File: config.mk
export PLATFORM = sky130hd
export DESIGN_NAME = spi_status_slave
export DESIGN_NICKNAME = d
export VERILOG_FILES = /design/src/rtl/spi_status_pkg.sv /design/src/rtl/spi_edge_sync.sv /design/src/rtl/spi_frame_shifter.sv /design/src/rtl/spi_reg_file.sv /design/src/rtl/spi_status_slave.sv
export SDC_FILE = /design/constraint.sdc
export NUM_CORES = 1
export LEC_CHECK = 0
export BUFFER_PORTS_ARGS = -buffer_cell sky130_fd_sc_hd__buf_2
export CELL_PAD_IN_SITES_DETAIL_PLACEMENT = 0
export CELL_PAD_IN_SITES_GLOBAL_PLACEMENT = 1
export CORE_MARGIN = 4
export CORE_UTILIZATION = 35
export CTS_CLUSTER_DIAMETER = 100
export DETAILED_ROUTE_END_ITERATION = 8
export GPL_ROUTABILITY_DRIVEN = 1
export PLACE_DENSITY = 0.74
export SLEW_MARGIN = 5
export SYNTH_ARGS = -nofsm -noshare
export SYNTH_HDL_FRONTEND = slang
export SYNTH_SLANG_ARGS = --single-unit
File: constraint.sdc
create_clock -name clk -period 1.65 [get_ports clk]
set_input_delay 0.0825 -clock clk [delete_from_list [all_inputs] [get_ports clk]]
set_output_delay 0.0825 -clock clk [all_outputs]
set_load 0.05 [all_outputs]
File: src/rtl/spi_status_pkg.sv
// Shared types and constants for the serial status-readback slave.
// Assumes an 8-bit command word and exactly two switch channels.
package spi_status_pkg;
    localparam int WORD_W = 8;
    localparam int CH_N   = 2;
    localparam int FLD_W  = 4;
    localparam int WDF_W  = 3;

    // Register addresses carried in command bits 6:4.
    typedef enum logic [2:0] {
        RA_SEL   = 3'd0,
        RA_OC    = 3'd1,
        RA_DIAG  = 3'd2,
        RA_DRV   = 3'd3,
        RA_EN    = 3'd4,
        RA_WD    = 3'd5,
        RA_VMASK = 3'd6,
        RA_NONE  = 3'd7
    } reg_addr_e;

    // Command byte layout.
    typedef struct packed {
        logic       chsel;
        reg_addr_e  addr;
        logic [3:0] data;
    } cmd_t;
endpackage

File: src/rtl/spi_edge_sync.sv
// Brings chip select, serial clock and serial data into the system clock
// domain through STAGES flip-flops each, then derives one-cycle edge strobes.
// Assumes the serial clock is much slower than clk and idles low while
// chip select changes. Serial-clock edges are reported only inside a frame.
module spi_edge_sync #(
    parameter int STAGES = 2
) (
    input  logic clk,
    input  logic rst_n,
    input  logic cs_n,
    input  logic sck,
    input  logic mosi,
    output logic cs_s,
    output logic cs_fall,
    output logic cs_rise,
    output logic sck_rise,
    output logic sck_fall,
    output logic mosi_s
);
    logic [STAGES-1:0] cs_p;
    logic [STAGES-1:0] sck_p;
    logic [STAGES-1:0] mosi_p;
    logic              cs_d;
    logic              sck_d;

    genvar g;
    generate
        for (g = 0; g < STAGES; g++) begin : g_stage
            if (g == 0) begin : g_first
                // First synchronizer stage samples the raw pins.
                always_ff @(posedge clk) begin
                    if (!rst_n) begin
                        cs_p[0]   <= 1'b1;
                        sck_p[0]  <= 1'b0;
                        mosi_p[0] <= 1'b0;
                    end else begin
                        cs_p[0]   <= cs_n;
                        sck_p[0]  <= sck;
                        mosi_p[0] <= mosi;
                    end
                end
            end else begin : g_next
                // Later stages follow the stage before.
                always_ff @(posedge clk) begin
                    if (!rst_n) begin
                        cs_p[g]   <= 1'b1;
                        sck_p[g]  <= 1'b0;
                        mosi_p[g] <= 1'b0;
                    end else begin
                        cs_p[g]   <= cs_p[g-1];
                        sck_p[g]  <= sck_p[g-1];
                        mosi_p[g] <= mosi_p[g-1];
                    end
                end
            end
        end
    endgenerate

    // Delayed copies for edge detection.
    always_ff @(posedge clk) begin
        if (!rst_n) begin
            cs_d  <= 1'b1;
            sck_d <= 1'b0;
        end else begin
            cs_d  <= cs_p[STAGES-1];
            sck_d <= sck_p[STAGES-1];
        end
    end

    assign cs_s     = cs_p[STAGES-1];
    assign mosi_s   = mosi_p[STAGES-1];
    assign cs_fall  = cs_d & ~cs_s;
    assign cs_rise  = ~cs_d & cs_s;
    assign sck_rise = ~sck_d & sck_p[STAGES-1] & ~cs_s;
    assign sck_fall = sck_d & ~sck_p[STAGES-1] & ~cs_s;
endmodule

File: src/rtl/spi_frame_shifter.sv
// Frame engine. It loads the status byte at the start of a frame and shifts
// it out on serial-clock falls, feeding received bits in behind it (8-bit
// delay line). It also collects received bits and counts bits modulo the
// word size plus whole bytes (saturating). At frame end it issues a commit
// strobe when the length is a nonzero whole number of words.
// Assumes WORD_W is a power of two.
module spi_frame_shifter #(
    parameter int WORD_W = 8,
    parameter int BCNT_W = 6
) (
    input  logic              clk,
    input  logic              rst_n,
    input  logic              cs_fall,
    input  logic              cs_rise,
    input  logic              sck_rise,
    input  logic              sck_fall,
    input  logic              mosi_s,
    input  logic [WORD_W-1:0] status_byte,
    output logic              load_stb,
    output logic              miso_bit,
    output logic [WORD_W-1:0] rx_byte,
    output logic [WORD_W-1:0] tx_shreg,
    output logic [BCNT_W-1:0] byte_cnt,
    output logic              frame_active,
    output logic              commit_stb
);
    localparam int                BIT_W    = $clog2(WORD_W);
    localparam logic [BIT_W-1:0]  LAST_BIT = BIT_W'(WORD_W - 1);
    localparam logic [BCNT_W-1:0] BCNT_MAX = '1;

    logic [BIT_W-1:0] bit_idx;
    logic             held_bit;
    logic             frame_ok;

    assign load_stb = cs_fall;
    assign miso_bit = tx_shreg[WORD_W-1];
    assign frame_ok = (bit_idx == '0) && (byte_cnt != '0);

    // Frame state: load, receive, shift out, count bits.
    always_ff @(posedge clk) begin
        if (!rst_n) begin
            tx_shreg     <= '0;
            rx_byte      <= '0;
            held_bit     <= 1'b0;
            bit_idx      <= '0;
            byte_cnt     <= '0;
            frame_active <= 1'b0;
        end else if (cs_fall) begin
            tx_shreg     <= status_byte;
            held_bit     <= 1'b0;
            bit_idx      <= '0;
            byte_cnt     <= '0;
            frame_active <= 1'b1;
        end else if (cs_rise) begin
            frame_active <= 1'b0;
        end else if (frame_active) begin
            if (sck_rise) begin
                rx_byte  <= {rx_byte[WORD_W-2:0], mosi_s};
                held_bit <= mosi_s;
                bit_idx  <= bit_idx + 1'b1;
                if (bit_idx == LAST_BIT && byte_cnt != BCNT_MAX) begin
                    byte_cnt <= byte_cnt + 1'b1;
                end
            end
            if (sck_fall) begin
                tx_shreg <= {tx_shreg[WORD_W-2:0], held_bit};
            end
        end
    end

    // One-cycle commit strobe for a well-formed frame.
    always_ff @(posedge clk) begin
        if (!rst_n) begin
            commit_stb <= 1'b0;
        end else begin
            commit_stb <= cs_rise & frame_active & frame_ok;
        end
    end
endmodule

File: src/rtl/spi_reg_file.sv
// Configuration registers written by committed command bytes, and the
// multiplexer that forms the status byte from the stored select, the stored
// channel bit and the status inputs. Voltage faults pass through the mask
// before they reach the fault row.
// Assumes commit_stb is a single-cycle pulse with cmd_byte stable.
module spi_reg_file
    import spi_status_pkg::*;
(
    input  logic                   clk,
    input  logic                   rst_n,
    input  logic                   commit_stb,
    input  logic [WORD_W-1:0]      cmd_byte,
    input  logic [CH_N*FLD_W-1:0]  ch_flags,
    input  logic                   uv_flag,
    input  logic                   ov_flag,
    input  logic                   wd_timeout,
    input  logic [FLD_W-1:0]       pin_lvl,
    output logic [WORD_W-1:0]      status_byte,
    output logic                   chsel,
    output logic [CH_N*FLD_W-1:0]  cfg_oc,
    output logic [CH_N*FLD_W-1:0]  cfg_diag,
    output logic [CH_N*FLD_W-1:0]  cfg_drv,
    output logic [FLD_W-1:0]       cfg_en,
    output logic [WDF_W-1:0]       cfg_wd,
    output logic                   uv_dis,
    output logic                   ov_dis,
    output logic                   uv_rep,
    output logic                   ov_rep
);
    cmd_t       cmd;
    logic [2:0] sel_q;
    logic [FLD_W-1:0] flags_c;
    logic [FLD_W-1:0] oc_c;
    logic [FLD_W-1:0] diag_c;
    logic [FLD_W-1:0] drv_c;
    logic [FLD_W-1:0] row;

    assign cmd = cmd_t'(cmd_byte);

    // Global registers: select, channel bit, enable, watchdog, voltage mask.
    always_ff @(posedge clk) begin
        if (!rst_n) begin
            sel_q  <= '0;
            chsel  <= 1'b0;
            cfg_en <= '0;
            cfg_wd <= '0;
            uv_dis <= 1'b0;
            ov_dis <= 1'b0;
        end else if (commit_stb) begin
            chsel <= cmd.chsel;
            case (cmd.addr)
                RA_SEL:   sel_q  <= cmd.data[2:0];
                RA_EN:    cfg_en <= cmd.data;
                RA_WD:    cfg_wd <= cmd.data[WDF_W-1:0];
                RA_VMASK: begin
                    uv_dis <= cmd.data[1];
                    ov_dis <= cmd.data[0];
                end
                default: ;
            endcase
        end
    end

    genvar c;
    generate
        for (c = 0; c < CH_N; c++) begin : g_ch
            logic [FLD_W-1:0] oc_q;
            logic [FLD_W-1:0] diag_q;
            logic [FLD_W-1:0] drv_q;
            logic             hit;

            assign hit = commit_stb && (cmd.chsel == c[0]);

            // Per-channel fields, written when the channel bit names this channel.
            always_ff @(posedge clk) begin
                if (!rst_n) begin
                    oc_q   <= '0;
                    diag_q <= '0;
                    drv_q  <= '0;
                end else if (hit) begin
                    case (cmd.addr)
                        RA_OC:   oc_q   <= cmd.data;
                        RA_DIAG: diag_q <= cmd.data;
                        RA_DRV:  drv_q  <= cmd.data;
                        default: ;
                    endcase
                end
            end

            assign cfg_oc[c*FLD_W +: FLD_W]   = oc_q;
            assign cfg_diag[c*FLD_W +: FLD_W] = diag_q;
            assign cfg_drv[c*FLD_W +: FLD_W]  = drv_q;
        end
    endgenerate

    assign uv_rep = uv_flag & ~uv_dis;
    assign ov_rep = ov_flag & ~ov_dis;

    // Pick the fields of the channel named by the stored channel bit.
    always_comb begin
        flags_c = ch_flags[chsel*FLD_W +: FLD_W];
        oc_c    = cfg_oc[chsel*FLD_W +: FLD_W];
        diag_c  = cfg_diag[chsel*FLD_W +: FLD_W];
        drv_c   = cfg_drv[chsel*FLD_W +: FLD_W];
    end

    // Row content for the non-fault selections.
    always_comb begin
        case (sel_q)
            3'd1:    row = cfg_en;
            3'd2:    row = oc_c;
            3'd3:    row = diag_c;
            3'd4:    row = drv_c;
            3'd5:    row = {wd_timeout, cfg_wd};
            3'd6:    row = pin_lvl;
            3'd7:    row = {2'b00, uv_dis, ov_dis};
            default: row = '0;
        endcase
    end

    // Assemble the status byte.
    always_comb begin
        if (sel_q == 3'd0) begin
            status_byte = {chsel, flags_c, uv_rep, ov_rep,
                           (|flags_c) | uv_rep | ov_rep};
        end else begin
            status_byte = {chsel, sel_q, row};
        end
    end
endmodule

File: src/rtl/spi_status_slave.sv
// Top level of the serial status-readback slave. It chains the pin
// synchronizer, the frame engine and the register file. The data output is
// driven only while the synchronized chip select is low.
// Assumes spi_sck idles low and is far slower than clk.
module spi_status_slave
    import spi_status_pkg::*;
#(
    parameter int SYNC_STAGES = 2,
    parameter int BCNT_W      = 6
) (
    input  logic                  clk,
    input  logic                  rst_n,
    input  logic                  spi_cs_n,
    input  logic                  spi_sck,
    input  logic                  spi_mosi,
    output logic                  spi_miso,
    output logic                  spi_miso_oe,
    input  logic [CH_N*FLD_W-1:0] ch_flags,
    input  logic                  uv_flag,
    input  logic                  ov_flag,
    input  logic                  wd_timeout,
    input  logic [FLD_W-1:0]      pin_lvl,
    output logic [CH_N*FLD_W-1:0] cfg_oc,
    output logic [CH_N*FLD_W-1:0] cfg_diag,
    output logic [CH_N*FLD_W-1:0] cfg_drv,
    output logic [FLD_W-1:0]      cfg_en,
    output logic [WDF_W-1:0]      cfg_wd,
    output logic                  uv_dis,
    output logic                  ov_dis
);
    logic              cs_s;
    logic              cs_fall;
    logic              cs_rise;
    logic              sck_rise;
    logic              sck_fall;
    logic              mosi_s;
    logic              load_stb;
    logic              miso_bit;
    logic [WORD_W-1:0] rx_byte;
    logic [WORD_W-1:0] tx_shreg;
    logic [BCNT_W-1:0] byte_cnt;
    logic              frame_active;
    logic              commit_stb;
    logic [WORD_W-1:0] status_byte;
    logic              chsel;
    logic              uv_rep;
    logic              ov_rep;

    spi_edge_sync #(.STAGES(SYNC_STAGES)) u_sync (
        .clk      (clk),
        .rst_n    (rst_n),
        .cs_n     (spi_cs_n),
        .sck      (spi_sck),
        .mosi     (spi_mosi),
        .cs_s     (cs_s),
        .cs_fall  (cs_fall),
        .cs_rise  (cs_rise),
        .sck_rise (sck_rise),
        .sck_fall (sck_fall),
        .mosi_s   (mosi_s)
    );

    spi_frame_shifter #(.WORD_W(WORD_W), .BCNT_W(BCNT_W)) u_frame (
        .clk          (clk),
        .rst_n        (rst_n),
        .cs_fall      (cs_fall),
        .cs_rise      (cs_rise),
        .sck_rise     (sck_rise),
        .sck_fall     (sck_fall),
        .mosi_s       (mosi_s),
        .status_byte  (status_byte),
        .load_stb     (load_stb),
        .miso_bit     (miso_bit),
        .rx_byte      (rx_byte),
        .tx_shreg     (tx_shreg),
        .byte_cnt     (byte_cnt),
        .frame_active (frame_active),
        .commit_stb   (commit_stb)
    );

    spi_reg_file u_regs (
        .clk         (clk),
        .rst_n       (rst_n),
        .commit_stb  (commit_stb),
        .cmd_byte    (rx_byte),
        .ch_flags    (ch_flags),
        .uv_flag     (uv_flag),
        .ov_flag     (ov_flag),
        .wd_timeout  (wd_timeout),
        .pin_lvl     (pin_lvl),
        .status_byte (status_byte),
        .chsel       (chsel),
        .cfg_oc      (cfg_oc),
        .cfg_diag    (cfg_diag),
        .cfg_drv     (cfg_drv),
        .cfg_en      (cfg_en),
        .cfg_wd      (cfg_wd),
        .uv_dis      (uv_dis),
        .ov_dis      (ov_dis),
        .uv_rep      (uv_rep),
        .ov_rep      (ov_rep)
    );

    assign spi_miso_oe = ~cs_s;
    assign spi_miso    = miso_bit & ~cs_s;
endmodule

==> impl_metrics.yaml, run 1 <==
floorplan:
  die_height_um: 107
  die_w_um: 107
  die_area_um2: 11500
  fp-row-count: 36
  ioPinCount: 55
  initial_utilization: 0.357
  design.core.area_um2: 9680
clock_network:
  clock-root-buffer: "sky130_fd_sc_hd__clkbuf_8"
  clk_pin_slew_worst_paths_ns: 0.07
  clock_sink_count: 73
  clock_insertion_delay_worst_skew_ns: 0.35
  htree_levels: 3
  tritoncts.num_buffers: 9
  cts_tree: "done"
  cts_max_path_buffers: 2
worst_setup_path:
  required_ns: 1.88
  timing_worst_setup_path_type: "register to register"
  timing.reg2reg.setup_slack_ns: -0.02
  crit_path_buf_inv_count: 0
  crit_family: "simple AND/OR/NAND/NOR gates"
  timing.critical_path.from_type: "register"
  critical_path.max_stage_delay_ns: 0.39
  cpMaxStageDelayCell: "sky130_fd_sc_hd__or3b_4"
  path_max_fanout: 5
  critical_path.cell_chain: "or3b_4 > a2111oi_4 > nand4_1 > xor2_1 > nor2_1"
  endpoint_kind: "register"
  cp_data_arrival_time_ns: 1.90
final_layout:
  seq_area_um2: 1470
  fill_cells: 953
  area_of_combinational_cells_with_multiple_inputs_um2: 1920
  antennaDiodeCount: 0
  layout_overhead_on_the_synthesized_area_pct: 28.0
  num-nets-final: 483
  final_layout_size_suffix_gt1_frac: 0.285
  mostFrequentLayoutCell: "sky130_fd_sc_hd__dfxtp_1"
  fin_util: 0.457
  most-common-layout-cells: "69 x sky130_fd_sc_hd__dfxtp_1, 66 x sky130_fd_sc_hd__nor2_1, 59 x sky130_fd_sc_hd__mux2i_1, 54 x sky130_fd_sc_hd__buf_2, 24 x sky130_fd_sc_hd__buf_4"
  design_area_um2: 4430
sta:
  setup_violations: 2
  fmax_mhz: 598
  timing.max_slew.rel_slack: 0.668
  rsz0062_at_grt: "true"
  hold_viol_final: 0
  final_min_period_over_clock_period: 1.01
  timing.final.ws_setup_ns: -0.0210
  clock_skew_ns: 0.0108
  min_period_ns: 1.67
  fin_worst_hold_slack_ns: 0.0389
  tightest_slew_ns: 0.497
  slew_violations: 0
run_status:
  violations: "setup timing"
  status: "finished, violations left"
synth:
  dominantRegCellSynth: "sky130_fd_sc_hd__dfxtp_1"
  ys_warn_count: 0
  post_synth_main_area_contributors: "sky130_fd_sc_hd__dfxtp_1 42%, sky130_fd_sc_hd__mux2i_1 17%, sky130_fd_sc_hd__nor2_1 7.4%"
  synth.lib_cells_used.distinct: 51
  yosys.area.top_type: "sky130_fd_sc_hd__dfxtp_1"
  synth_enable_flop_cells: 0
  synth-async-reset-ratio: 0
  ys_seq_area_frac: 0.422
  average_cell_area_after_synthesis_um2: 8.97
  synth_area_um2: 3460
  synth_top_area_share: 0.422
  synth_seq_cells: 73
  synth_fp_nets: 414
  synthCells: 386
routing:
  final_antenna_net_count: 0
  dr_total_vias: 2897
  drt_first_iter_violations: 117
  routed_wire_length_per_instance_um: 14.5
  drtPass1Iterations: 4
  detail_route.drc_violations: 0
  viasPerCell: 4.89
  routed_wl_um: 8570
pwr:
  static-leakage-power_uw: 0.00182
  pwr_density_cell_nw_per_um2: 817
  ir_worst_vdd_mv: 0.523
  total_power_uw: 3620
global_route:
  number_of_antenna_violations_at_the_first_check_in_global_routing: 0
  grt_pass1_vias: 2893
  grtUsageTotal: 0.157
  gr-total-overflow: 0
  first_pass_grt_wire_length_um: 14200
  grt_start_max_net_pins: 52
placement:
  postPlaceCellArea_um2: 4080
  dpl_worst_slack_ns: 0.00285
  hpwl_um: 6010
  weighted_congestion_reported_at_the_end_of_routability_driven_placement: 0.778
  port_buffers: 54
flow_run:
  timing.max_cap.violations: 0
min_path:
  hold_path_class: "input pin to register"
-- layer usage --
metal  GRT usage  vias to the layer above  part of all wire
met5           0                        -                 0
met1       0.209                     1357              0.47
met4      0.0406                        0             0.011
met3      0.0462                       11             0.050
li1            -                     1464                 -
met2       0.249                       65              0.47
-- where the power goes --
part	total, uW	switching (uW)	leakage, uW	internal (uW)
logic	140	77.9	0.00110	62.4
clock network	1700	668	0.000125	1030
registers	1780	7.95	0.000591	1770
-- path summary, 6_finish.rpt --
check                                          startpoint                          endpoint  cells past startpoint
worst max-delay path               u_sync.cs_s$_SDFF_PN1_  u_frame.byte_cnt[4]$_SDFFE_PP0P_                      5
worst min-delay path                                rst_n            u_sync.cs_d$_SDFF_PN1_                      2
worst max register to register     u_sync.cs_s$_SDFF_PN1_  u_frame.byte_cnt[4]$_SDFFE_PP0P_                      5
worst min register to register  u_sync.cs_p[0]$_SDFF_PN1_            u_sync.cs_s$_SDFF_PN1_                      1
-- cell usage after synthesis (4+ instances only) --
cell type / n
sky130_fd_sc_hd__a21oi_1: 18
sky130_fd_sc_hd__and2_1: 4
sky130_fd_sc_hd__buf_1: 4
sky130_fd_sc_hd__buf_2: 4
sky130_fd_sc_hd__clkbuf_1: 19
sky130_fd_sc_hd__dfxtp_1: 73
sky130_fd_sc_hd__ha_1: 8
sky130_fd_sc_hd__inv_1: 14
sky130_fd_sc_hd__mux2i_1: 59
sky130_fd_sc_hd__nand2_1: 21
sky130_fd_sc_hd__nand2b_1: 9
sky130_fd_sc_hd__nand3_1: 6
sky130_fd_sc_hd__nand4_1: 4
sky130_fd_sc_hd__nor2_1: 68
sky130_fd_sc_hd__nor2b_1: 6
sky130_fd_sc_hd__nor3_1: 4
sky130_fd_sc_hd__o211ai_1: 4
sky130_fd_sc_hd__o21ai_0: 10
sky130_fd_sc_hd__xor2_1: 4
-- cell families (layout without fill, tap and decap cells) --
kind of cell,count (synthesis),after routing,share of synthesized area
multiplexers,63,63,0.187
AO/OA/AOI/OAI,53,53,0.103
flip-flops,73,73,0.422
buffers and inverters,42,116,0.0470
AND/OR/NAND/NOR,141,141,0.196
XOR/XNOR,6,6,0.0152
adder cells (fa/ha/maj),8,8,0.0289
-- final cells by class --
| type | instances | share of cell area |
|---|---|---|
| tap | 133 | 0.0376 |
| inverter | 15 | 0.0136 |
| clock buffer | 13 | 0.0407 |
| multi-input combinational | 271 | 0.434 |
| sequential | 73 | 0.332 |
| timing repair buffer | 85 | 0.127 |
| clock inverter | 3 | 0.0155 |
-- state kept, by name, indices dropped and copies added, names as in the netlist, 2 cells and up --
register and flops:
u_regs.g_ch.oc_q 8, u_sync.sck_p 2, u_regs.sel_q 3, u_frame.tx_shreg 8, u_regs.cfg_en 4, u_regs.cfg_wd 3
u_regs.g_ch.drv_q 8, u_frame.rx_byte 8, u_frame.bit_idx 3, u_regs.g_ch.diag_q 8, u_frame.byte_cnt 6
-- metrics by stage --
step,TNS (ns),cells
CTS,-0.0216,592
global route,-0.378,593
floorplan,-0.202,386
global placement,0,573
detailed placement,0,573
finish,-0.0372,593
-- worst register-to-register path, cell delays in order (launching register included) --
cell and delay, ns:
sky130_fd_sc_hd__dfxtp_4 0.35, sky130_fd_sc_hd__or3b_4 0.39, sky130_fd_sc_hd__a2111oi_4 0.39, sky130_fd_sc_hd__nand4_1 0.19, sky130_fd_sc_hd__xor2_1 0.19, sky130_fd_sc_hd__nor2_1 0.05
-- repair_timing --
action,in CTS,in global routing
buffers inserted,0,1
hold buffers,3,0
pin swaps,1,3
endpoints found under the hold margin,3,0
gates resized for setup,2,16
endpoints found under the setup margin,3,46
Note: power is estimated with default switching activity, not from simulation.
==> run 2, diff against run 1 <==
--- a/config.mk
+++ b/config.mk
@@ -10,6 +10,7 @@
 export CELL_PAD_IN_SITES_GLOBAL_PLACEMENT = 1
 export CORE_MARGIN = 4
 export CORE_UTILIZATION = 35
+export CTS_BUF_LIST = sky130_fd_sc_hd__clkbuf_2
 export CTS_CLUSTER_DIAMETER = 100
 export DETAILED_ROUTE_END_ITERATION = 8
 export GPL_ROUTABILITY_DRIVEN = 1
==> impl_metrics.yaml, run 2 (synthesized netlist as in run 1, its figures left out) <==
final_layout:
  fill_cells: 965
  final_layout_size_suffix_gt1_frac: 0.282
  design_area_um2: 4380
  layout_overhead_on_the_synthesized_area_pct: 26.5
  antennaDiodeCount: 0
  num-nets-final: 487
  most-common-layout-cells: "67 x sky130_fd_sc_hd__dfxtp_1, 66 x sky130_fd_sc_hd__nor2_1, 59 x sky130_fd_sc_hd__mux2i_1, 53 x sky130_fd_sc_hd__buf_2, 24 x sky130_fd_sc_hd__buf_4"
  mostFrequentLayoutCell: "sky130_fd_sc_hd__dfxtp_1"
  fin_util: 0.452
global_route:
  grt_start_max_net_pins: 52
  gr-total-overflow: 0
  grtUsageTotal: 0.157
  number_of_antenna_violations_at_the_first_check_in_global_routing: 0
  first_pass_grt_wire_length_um: 14300
  grt_pass1_vias: 2916
pwr:
  ir_worst_vdd_mv: 0.518
  static-leakage-power_uw: 0.00181
  pwr_density_cell_nw_per_um2: 736
sta:
  final_min_period_over_clock_period: 0.996
  setup_violations: 0
  timing.max_slew.rel_slack: 0.671
  hold_viol_final: 0
  min_period_ns: 1.64
  rsz0062_at_grt: "true"
  clock_skew_ns: 0.0309
  fmax_mhz: 608
  tightest_slew_ns: 0.493
  slew_violations: 0
clock_network:
  clock_sink_count: 73
  cts_max_path_buffers: 2
  clk_pin_slew_worst_paths_ns: 0.20
  tritoncts.num_buffers: 9
  htree_levels: 3
  cts_tree: "done"
  clock-root-buffer: "sky130_fd_sc_hd__clkbuf_2"
  clock_insertion_delay_worst_skew_ns: 0.52
min_path:
  hold_path_class: "input pin to register"
  hold-path-cell-count: 5
flow_run:
  timing.max_cap.violations: 0
routing:
  routed_wire_length_per_instance_um: 14.3
  final_antenna_net_count: 0
  drtPass1Iterations: 4
  routed_wl_um: 8560
  detail_route.drc_violations: 0
  dr_total_vias: 2892
  drt_first_iter_violations: 110
  viasPerCell: 4.84
placement:
  postPlaceCellArea_um2: 4080
  hpwl_um: 6010
  port_buffers: 54
  weighted_congestion_reported_at_the_end_of_routability_driven_placement: 0.778
worst_setup_path:
  endpoint_kind: "register"
  rr_worst_depth: 5
  required_ns: 2.06
  timing.critical_path.from_type: "register"
  path_max_fanout: 5
  timing_worst_setup_path_type: "register to register"
  cp_data_arrival_time_ns: 2.05
floorplan:
  die_area_um2: 11500
  initial_utilization: 0.357
  die_height_um: 107
  ioPinCount: 55
  die_w_um: 107
  design.core.area_um2: 9680
  fp-row-count: 36
run_status:
  status: "finished clean"
-- run 2: cell count changes in the layout (fill, tap and decap cells not counted), moves of 2 or more --
cell / change
sky130_fd_sc_hd__clkbuf_2: +10
sky130_fd_sc_hd__clkbuf_8: -11
sky130_fd_sc_hd__clkinv_1: +2
sky130_fd_sc_hd__dfxtp_1: -2
sky130_fd_sc_hd__dfxtp_2: +2
sky130_fd_sc_hd__dlygate4sd3_1: +4
-- run 2: worst paths after layout --
| check | endpoint | slack [ns] | startpoint |
|---|---|---|---|
| max | u_frame.byte_cnt[5]$_SDFFE_PP0P_ | 0.006 | u_sync.cs_s$_SDFF_PN1_ |
| min reg2reg | u_sync.cs_s$_SDFF_PN1_ | 0.46 | u_sync.cs_p[0]$_SDFF_PN1_ |
| min | u_frame.tx_shreg[0]$_SDFFE_PN0P_ | 0.06 | ov_flag |
| max reg2reg | u_frame.byte_cnt[5]$_SDFFE_PP0P_ | 0.006 | u_sync.cs_s$_SDFF_PN1_ |
-- run 2: layer usage --
layer | part of all wire | vias to the layer above | GRT usage
met5 | 0 | - | 0
met3 | 0.049 | 10 | 0.0480
li1 | - | 1471 | -
met4 | 0.011 | 0 | 0.0406
met2 | 0.47 | 57 | 0.248
met1 | 0.47 | 1354 | 0.210
-- run 2: area by class of cell --
cell class / count / area [um^2] / share of cell area
Inverter: 15 / 60.1 / 0.0137
Multi-Input combinational cell: 271 / 1920 / 0.439
Clock inverter: 6 / 106 / 0.0243
Tap cell: 133 / 166 / 0.0380
Timing Repair Buffer: 89 / 603 / 0.138
Sequential cell: 73 / 1470 / 0.336
Clock buffer: 10 / 50.0 / 0.0114
-- run 2: worst max-delay path, cell delays in order (launching register included) --
cell and delay (ns):
sky130_fd_sc_hd__dfxtp_4 0.39, sky130_fd_sc_hd__or3b_4 0.39, sky130_fd_sc_hd__a2111oi_4 0.38, sky130_fd_sc_hd__nand4_1 0.16
sky130_fd_sc_hd__xor2_1 0.17, sky130_fd_sc_hd__nor2_1 0.05
-- run 2: timing repair --
action / 4_1_cts / 5_1_grt
endpoints found under the setup margin: 6 / 42
pin swaps: 1 / 1
resized for setup: 3 / 17
setup buffers: 0 / 1
hold buffers: 7 / 0
endpoints found under the hold margin: 11 / 0
-- run 2: where the power goes --
part | switching [uW] | total [uW] | internal (uW) | leakage [uW]
logic | 79.2 | 148 | 68.6 | 0.00112
registers | 7.76 | 1790 | 1780 | 0.000592
clock network | 631 | 1280 | 653 | 0.0000912
total | 718 | 3220 | 2500 | 0.00181
-- run 2: metrics by stage --
stage | cells | total power [uW] | worst slack, ns | setup TNS (ns) | hold slack, ns
6_report | 597 | 3220 | 0.00593 | 0 | 0.0551
5_1_grt | 597 | 3350 | -0.125 | -0.592 | 0.0129
4_1_cts | 596 | 3270 | -0.0109 | -0.0136 | 0.00168
3_5_place_dp | 573 | 1960 | 0.00285 | 0 | 0.268
3_3_place_gp | 573 | 1960 | 0.00346 | 0 | 0.272
2_1_floorplan | 386 | 1900 | -0.0309 | -0.202 | 0.156
==> run 3, diff against run 2 <==
--- a/config.mk
+++ b/config.mk
@@ -8,6 +8,7 @@
 export BUFFER_PORTS_ARGS = -buffer_cell sky130_fd_sc_hd__buf_2
 export CELL_PAD_IN_SITES_DETAIL_PLACEMENT = 0
 export CELL_PAD_IN_SITES_GLOBAL_PLACEMENT = 1
+export CORE_ASPECT_RATIO = 0.6
 export CORE_MARGIN = 4
 export CORE_UTILIZATION = 35
 export CTS_BUF_LIST = sky130_fd_sc_hd__clkbuf_2
@@ -15,6 +16,7 @@
 export DETAILED_ROUTE_END_ITERATION = 8
 export GPL_ROUTABILITY_DRIVEN = 1
 export PLACE_DENSITY = 0.74
+export SETUP_SLACK_MARGIN = 0.4
 export SLEW_MARGIN = 5
 export SYNTH_ARGS = -nofsm -noshare
 export SYNTH_HDL_FRONTEND = slang
==> impl_metrics.yaml, run 3 (synthesized netlist as in run 1, its figures left out) <==
run_status:
  status: "finished, violations left"
  violations: "setup timing"
floorplan:
  fp-row-count: 27
  design.core.area_um2: 9390
  die_w_um: 136
  ioPinCount: 55
  die_area_um2: 11600
  die_height_um: 85.0
  initial_utilization: 0.369
worst_setup_path:
  timing.reg2reg.setup_slack_ns: -0.07
  startpoint: "u_sync.cs_s$_SDFF_PN1_"
  path_max_fanout: 8
  capture_point_of_the_critical_path: "u_frame.rx_byte[5]$_SDFFE_PN0P_"
  required_ns: 2.06
  timing_worst_setup_path_type: "register to register"
  timing.critical_path.from_type: "register"
  rr_endpoint: "u_frame.rx_byte[5]$_SDFFE_PN0P_"
  crit-reg2reg-launch: "u_sync.cs_s$_SDFF_PN1_"
  endpoint_kind: "register"
  rr_worst_depth: 9
  cp_data_arrival_time_ns: 2.13
placement:
  dpl_worst_slack_ns: -0.00975
  port_buffers: 54
  postPlaceCellArea_um2: 4060
  hpwl_um: 6740
  weighted_congestion_reported_at_the_end_of_routability_driven_placement: 0.800
pwr:
  total_switching_power_uw: 722
  static-leakage-power_uw: 0.00200
  cell_internal_pwr_uw: 2190
  power.share.switching: 0.248
  pwr_density_cell_nw_per_um2: 569
  p_seq_frac: 0.605
  clkPwrFrac: 0.330
  ir_worst_vdd_mv: 0.356
  combinationalPowerShare: 0.065
clock_network:
  clock_insertion_delay_worst_skew_ns: 0.53
  cts_max_path_buffers: 2
  clk_pin_slew_worst_paths_ns: 0.20
  clock_sink_count: 73
  tritoncts.num_buffers: 9
  htree_levels: 3
  cts_tree: "done"
  clock-root-buffer: "sky130_fd_sc_hd__clkbuf_2"
sta:
  slew_violations: 0
  timing.final.ws_setup_ns: -0.0695
  tightest_slew_ns: 0.553
  fmax_mhz: 582
  min_period_ns: 1.72
  setup_violations: 9
  clock_skew_ns: 0.0304
  timing.max_slew.rel_slack: 0.631
  rsz0062_at_grt: "true"
  final_min_period_over_clock_period: 1.04
  hold_viol_final: 0
routing:
  dr_total_vias: 3054
  drt_first_iter_violations: 169
  drtPass1Iterations: 4
  detail_route.drc_violations: 0
  routed_wire_length_per_instance_um: 16.6
  routed_wl_um: 10100
  final_antenna_net_count: 0
  viasPerCell: 5.02
global_route:
  grt_pass1_vias: 2966
  grtUsageTotal: 0.175
  gr-total-overflow: 0
  first_pass_grt_wire_length_um: 15700
  number_of_antenna_violations_at_the_first_check_in_global_routing: 0
  grt_start_max_net_pins: 51
final_layout:
  layout_overhead_on_the_synthesized_area_pct: 48.0
  seq_area_um2: 1560
  design_area_um2: 5120
  area_of_combinational_cells_with_multiple_inputs_um2: 2210
  final_layout_size_suffix_gt1_frac: 0.449
  num-nets-final: 501
  mostFrequentLayoutCell: "sky130_fd_sc_hd__nor2_1"
  most-common-layout-cells: "65 x sky130_fd_sc_hd__nor2_1, 52 x sky130_fd_sc_hd__mux2i_1, 35 x sky130_fd_sc_hd__buf_6, 30 x sky130_fd_sc_hd__dfxtp_2, 28 x sky130_fd_sc_hd__dfxtp_1"
  fill_cells: 883
min_path:
  hold_path_class: "input pin to register"
flow_run:
  timing.max_cap.violations: 0
## run 3: cell type report
type,count,area share
Timing Repair Buffer,102,0.201
Clock buffer,11,0.0108
Sequential cell,73,0.304
Tap cell,130,0.0318
Antenna cell,1,0.000489
Clock inverter,4,0.00880
Inverter,15,0.0117
Multi-Input combinational cell,272,0.432
## run 3: timing repair
action	4_1_cts	5_1_grt
setup buffers	12	7
hold buffers	8	0
gates cloned	1	1
pin swaps	22	33
endpoints found under the hold margin	23	0
resized for setup	101	108
setup endpoints to repair	94	95
## run 3: worst min path at each step
stage	start	endpoint	slack, ns	cells after the start
3_3_place_gp	spi_cs_n	u_sync.cs_p[0]$_SDFF_PN1_	0.27	2
4_1_cts	ch_flags[0]	u_frame.tx_shreg[0]$_SDFFE_PN0P_	0.05	5
3_5_place_dp	spi_cs_n	u_sync.cs_p[0]$_SDFF_PN1_	0.27	2
2_1_floorplan	rst_n	u_sync.cs_p[0]$_SDFF_PN1_	0.16	1
6_report	ch_flags[0]	u_frame.tx_shreg[0]$_SDFFE_PN0P_	0.10	5
5_1_grt	ch_flags[4]	u_frame.tx_shreg[3]$_SDFFE_PN0P_	0.1	4
## run 3: metal layers
| layer | routed length (um) | vias up | part of all wire | track usage |
|---|---|---|---|---|
| li1 | - | 1503 | - | - |
| met1 | 5130 | 1460 | 0.51 | 0.265 |
| met3 | 679 | 13 | 0.067 | 0.0545 |
| met5 | 0 | - | 0 | 0 |
| met2 | 4190 | 78 | 0.41 | 0.233 |
| met4 | 120 | 0 | 0.012 | 0.0494 |
## run 3: power groups by stage
stage	sequential, uW	clock (uW)	combinational [uW]
after detailed placement	1820	0	132
after global placement	1820	0	131
final	1760	961	189
after global routing	1770	1080	204
after floorplan	1820	0	87.5
after CTS	1790	998	171
## run 3: critical path, cell delays in order (launching register included)
cell and delay [ns]:
sky130_fd_sc_hd__dfxtp_4 0.43, sky130_fd_sc_hd__buf_6 0.10, sky130_fd_sc_hd__buf_6 0.09, sky130_fd_sc_hd__clkinvlp_4 0.11, sky130_fd_sc_hd__ha_4 0.31, sky130_fd_sc_hd__nand2_4 0.06
sky130_fd_sc_hd__nor2_4 0.10, sky130_fd_sc_hd__buf_12 0.14, sky130_fd_sc_hd__mux2i_1 0.19, sky130_fd_sc_hd__nor2_1 0.07
## run 3: metrics by stage
| step | power (uW) | hold WS, ns | TNS (ns) | util | instances |
|---|---|---|---|---|---|
| 2_1_floorplan | 1910 | 0.156 | -0.193 | - | 386 |
| 5_1_grt | 3050 | 0.0988 | -0.968 | 0.545 | 607 |
| 3_5_place_dp | 1960 | 0.275 | -0.00975 | 0.433 | 563 |
| 3_3_place_gp | 1950 | 0.268 | -0.0128 | 0.433 | 563 |
| 6_report | 2910 | 0.101 | -0.251 | 0.545 | 608 |
| 4_1_cts | 2960 | 0.0487 | -0.0107 | 0.499 | 599 |
